--- src/rtl/hdlc_irq_pkg.sv ---
package hdlc_irq_pkg;
  localparam int IRQ_W    = 8;
  localparam int COLL_IDX = IRQ_W - 1;

  // Status as software sees it: the collision bit is hidden outside terminal mode.
  function automatic logic [IRQ_W-1:0] visible_status(input logic [IRQ_W-1:0] st,
                                                      input logic te);
    logic [IRQ_W-1:0] v;
    v = st;
    v[COLL_IDX] = st[COLL_IDX] & te;
    return v;
  endfunction

  function automatic logic any_enabled(input logic [IRQ_W-1:0] st,
                                       input logic [IRQ_W-1:0] mk);
    return |(st & mk);
  endfunction
endpackage

--- src/rtl/irq_mask_reg.sv ---
module irq_mask_reg #(
  parameter int W = 8
) (
  input  logic         clk,
  input  logic         rst_n,
  input  logic         wr_en,
  input  logic [W-1:0] wdata,
  output logic [W-1:0] mask_q
);
  always_ff @(posedge clk) begin
    if (!rst_n)     mask_q <= '0;
    else if (wr_en) mask_q <= wdata;
  end

  assert_mask_load_R2: assert property (@(posedge clk) disable iff (!rst_n)
    wr_en |=> mask_q == $past(wdata));
endmodule

--- src/rtl/irq_coll_detect.sv ---
module irq_coll_detect (
  input  logic strobe,
  input  logic echo,
  input  logic dbit,
  input  logic mode_te,
  input  logic tx_en,
  output logic hit
);
  logic mismatch;
  assign mismatch = echo ^ dbit;
  assign hit      = strobe & mismatch & mode_te & tx_en;
endmodule

--- src/rtl/irq_status_reg.sv ---
module irq_status_reg #(
  parameter int W = 8
) (
  input  logic         clk,
  input  logic         rst_n,
  input  logic         clr,
  input  logic [W-1:0] ev,
  input  logic         drop_top,
  output logic [W-1:0] status_q
);
  logic [W-1:0] kept, nxt;

  assign kept = clr ? '0 : status_q;

  always_comb begin
    nxt = kept | ev;
    if (drop_top) nxt[W-1] = 1'b0;
  end

  always_ff @(posedge clk) begin
    if (!rst_n) status_q <= '0;
    else        status_q <= nxt;
  end

  assert_sticky_R1: assert property (@(posedge clk) disable iff (!rst_n)
    !clr |=> ((status_q[W-2:0] & $past(status_q[W-2:0])) == $past(status_q[W-2:0])));

  assert_event_latched_R1: assert property (@(posedge clk) disable iff (!rst_n)
    (|ev[W-2:0]) |=> ((status_q[W-2:0] & $past(ev[W-2:0])) == $past(ev[W-2:0])));

  assert_clear_keeps_new_R4: assert property (@(posedge clk) disable iff (!rst_n)
    (clr && !drop_top) |=> status_q == $past(ev));

  assert_clear_all_R3: assert property (@(posedge clk) disable iff (!rst_n)
    (clr && ev == '0) |=> status_q == '0);
endmodule

--- src/rtl/hdlc_irq_regs.sv ---
module hdlc_irq_regs
  import hdlc_irq_pkg::*;
(
  input  logic             clk,
  input  logic             rst_n,
  input  logic             cpu_sel,
  input  logic             cpu_rd,
  input  logic             cpu_wr,
  input  logic [IRQ_W-1:0] cpu_wdata,
  output logic [IRQ_W-1:0] cpu_rdata,
  input  logic [IRQ_W-2:0] ev_pulse,
  input  logic             mode_te,
  input  logic             tx_en,
  input  logic             col_strobe,
  input  logic             rx_echo,
  input  logic             tx_dbit,
  output logic             irq
);
  logic             mask_wr, rd_clr, coll_hit, irq_d;
  logic [IRQ_W-1:0] mask_q, status_q, ev_all, vis;

  assign mask_wr = cpu_sel & cpu_wr;
  assign rd_clr  = cpu_sel & cpu_rd;

  irq_mask_reg #(.W(IRQ_W)) u_mask (
    .clk(clk), .rst_n(rst_n), .wr_en(mask_wr), .wdata(cpu_wdata), .mask_q(mask_q));

  irq_coll_detect u_coll (
    .strobe(col_strobe), .echo(rx_echo), .dbit(tx_dbit),
    .mode_te(mode_te), .tx_en(tx_en), .hit(coll_hit));

  assign ev_all = {coll_hit, ev_pulse};

  irq_status_reg #(.W(IRQ_W)) u_stat (
    .clk(clk), .rst_n(rst_n), .clr(rd_clr), .ev(ev_all),
    .drop_top(~mode_te), .status_q(status_q));

  assign vis       = visible_status(status_q, mode_te);
  assign cpu_rdata = vis;
  assign irq_d     = any_enabled(vis, mask_q);

  always_ff @(posedge clk) begin
    if (!rst_n) irq <= 1'b0;
    else        irq <= irq_d;
  end

  assert_coll_cond_R5: assert property (@(posedge clk) disable iff (!rst_n)
    $rose(status_q[COLL_IDX]) |-> $past(mode_te && tx_en && col_strobe && (rx_echo != tx_dbit)));

  assert_nt_drops_coll_R6: assert property (@(posedge clk) disable iff (!rst_n)
    !mode_te |=> !status_q[COLL_IDX]);

  assert_irq_follows_R7: assert property (@(posedge clk) disable iff (!rst_n)
    1'b1 |=> irq == $past(|(cpu_rdata & mask_q)));
endmodule

--- config.mk ---
export PLATFORM = sky130hd
export DESIGN_NAME = hdlc_irq_regs
export DESIGN_NICKNAME = d
export VERILOG_FILES = /design/src/rtl/hdlc_irq_pkg.sv /design/src/rtl/irq_mask_reg.sv /design/src/rtl/irq_coll_detect.sv /design/src/rtl/irq_status_reg.sv /design/src/rtl/hdlc_irq_regs.sv
export SDC_FILE = /design/constraint.sdc
export NUM_CORES = 1
export LEC_CHECK = 0
export ABC_AREA = 1
export ABC_CLOCK_PERIOD_IN_PS = 940
export CORE_UTILIZATION = 40
export DETAILED_ROUTE_END_ITERATION = 12
export GPL_TIMING_DRIVEN = 0
export PLACE_DENSITY = 0.79
export RECOVER_POWER = 100
export SYNTH_ARGS = -nofsm -noshare
export SYNTH_HDL_FRONTEND = slang
export SYNTH_HIERARCHICAL = 1
export SYNTH_SLANG_ARGS = --single-unit
--- constraint.sdc ---
create_clock -name clk -period 0.94 [get_ports clk]
set_input_delay 0.094 -clock clk [delete_from_list [all_inputs] [get_ports clk]]
set_output_delay 0.094 -clock clk [all_outputs]
set_load 0.02 [all_outputs]
==> impl_metrics.toml <==
[sta]
grt_setup_unrepaired = "true"
max_slew_margin = 0.814
clock_skew_ps = 5.25
fmax_ghz = 1.08
fin_crit_ps = 928
hold_viol = 0
setup_slack_ps = 11.7
tightest_slew_ps = 278
hold_slack_ps = 167
min_period_over_period = 0.988
setup_viol = 0
drv_slew = 0

[global_route]
overflow = 0
grt_max_degree = 11
grt_pass1_vias = 671
grtUsageTotal = 0.166
antenna_found_initial = 0
grt_pass1_wl_mm = 2.50

[pwr]
p_per_area_mw_per_mm2 = 1300
vdd_drop_max_uv = 830
pwr-share-clk = 0.251
p_comb_frac = 0.209
internal_power_uw = 1100
switchingPower_uw = 386
power_leakage_uw = 0.000616
seqPwrFrac = 0.540
switching_share = 0.260

[setup_path]
worstRegToRegCells = 5
r2r-end = "irq"
cp_max_fo = 2
crit_path_start_kind = "register"
worst-setup-path-type = "register to primary output"
arrival_ps = 830
end_kind = "primary output"
reg2reg_slack_ps = 120
required_ps = 850
r2r-start = "u_stat/status_q[7]"

[logic_synthesis]
syn_area_per_cell_sq_um = 6.55
yosysSeqAreaShare = 0.440
synth_nets = 143
netlist_area_sq_um = 773
synth_seq_cells = 17
synthCells = 118
yosys_warnings = 6
synth_cell_type_count = 11

[routing]
via_count = 766
dr.first_iter.drc_count = 22
drc_errors = 0
drt_pass1_iterations = 4
via_per_inst = 4.26
drtAntennaViolNets = 0
wl_mm = 1.57
wl_per_cell_microns = 8.71

[cells_and_area]
final_util = 0.648
seq_area_sq_um = 349
fillers = 187
finalNonFillerCells = 180
multiInputGateArea_sq_um = 294
drive_above_1_share = 0.174
layout_common_cells = "nand2_1, inv_1, clkdlybuf4s50_1"
fin_nets = 181
diodes = 0
final_area_sq_mm = 0.00114
syn2layout_area_growth_pct = 47.7
mostFrequentLayoutCell = "nand2_1"

[clock_network]
hold_buffers = 0
clockBufferDepth = 2
insertion_delay_ps = 280
ctsRootBufferMaster = "clkbuf_4"
cts_made_buffers = 3
htreeDepth = 1
clock-sinks = 17
clkTransAtPathRegs_ps = 90
cts_tree = "done"

[hold_path]
holdCritStartpoint = "mode_te"
min_path_cells = 5
min_path_type = "input pin to register"
hold_end = "u_stat/status_q[7]"

[placement]
place_area_sq_mm = 0.00113
place_congestion = 0.767
port_buffers = 33
dp_hpwl_mm = 1.20
dp_cells = 176
dp_slack_ps = -459

[floorplanning]
ioPinCount = 34
coreArea_sq_mm = 0.00176
chipHeight_microns = 46.0
die_w_microns = 46.0
initial_utilization = 0.438
die-area_sq_mm = 0.00211
num_rows = 15

[run_status]
status = "completed"

[flow_run]
maxCapViolations = 0
worst max path at each step:
stage	start	to	slack, ps	depth (start not counted)
2_1_floorplan	u_stat/status_q[4]	irq	160	4
3_3_place_gp	mode_te	cpu_rdata[7]	-460	4
3_5_place_dp	mode_te	cpu_rdata[7]	-460	4
4_1_cts	u_stat/status_q[7]	cpu_rdata[7]	-20	3
5_1_grt	u_stat/status_q[7]	cpu_rdata[7]	-20	3
6_report	u_stat/status_q[7]	cpu_rdata[7]	10	3
power groups by stage:
stage | logic [uW] | registers (uW) | clock network [uW]
floorplan | 129 | 841 | 0
global placement | 327 | 815 | 0
detailed placement | 331 | 816 | 0
CTS | 312 | 800 | 396
global route | 347 | 810 | 420
finish | 311 | 803 | 374
per-layer routing:
| layer | vias to the layer above | global-route usage | wire (microns) |
|---|---|---|---|
| li1 | 411 | - | - |
| met1 | 331 | 0.186 | 676 |
| met2 | 22 | 0.304 | 792 |
| met3 | 2 | 0.0238 | 89 |
| met4 | 0 | 0.0706 | 8 |
| met5 | - | 0 | 0 |
state kept, by name (all words and copies together), names as in the netlist:
name             cells
irq                  1
u_mask/mask_q        8
u_stat/status_q      8
cells by family after synthesis:
group / after synthesis / share of synthesized area
compound gates: 9 / 0.0582
buf+inv: 29 / 0.180
flops: 17 / 0.440
simple gates: 63 / 0.322
critical path, stage by stage (launching register included):
cell	delay, ps
dfxtp_2	340
nand2_1	50
inv_1	60
buf_6	110
per-stage QoR:
step,setup TNS (ps),total power (uW)
after floorplan,0,969
after global placement,-3490,1140
after detailed placement,-3670,1150
after CTS,-18.1,1510
after global routing,-22.4,1580
final,0,1490
Yosys cell counts:
library cell | count | area (sq um)
a21oi_1 | 9 | 45.0
buf_6 | 1 | 11.3
buf_8 | 2 | 30.0
dfxtp_1 | 17 | 340
inv_1 | 25 | 93.8
inv_2 | 1 | 3.75
nand2_1 | 39 | 146
nand2_2 | 3 | 18.8
nand3_1 | 2 | 10.0
nor2_1 | 18 | 67.6
nor2_2 | 1 | 6.26
area by class of cell:
| class | instances | share of cell area |
|---|---|---|
| Tap cell | 25 | 0.0274 |
| Buffer | 2 | 0.0230 |
| Timing Repair Buffer | 34 | 0.277 |
| Clock inverter | 1 | 0.00438 |
| Multi-Input combinational cell | 72 | 0.257 |
| Sequential cell | 17 | 0.306 |
| Clock buffer | 3 | 0.0197 |
| Inverter | 26 | 0.0854 |
what timing repair did:
| action | CTS | global route |
|---|---|---|
| hold endpoints to repair | 0 | 0 |
| setup buffers | 0 | 1 |
| gates resized for setup | 41 | 11 |
| endpoints found under the setup margin | 9 | 10 |
Note: power is estimated with default switching activity, not from simulation.
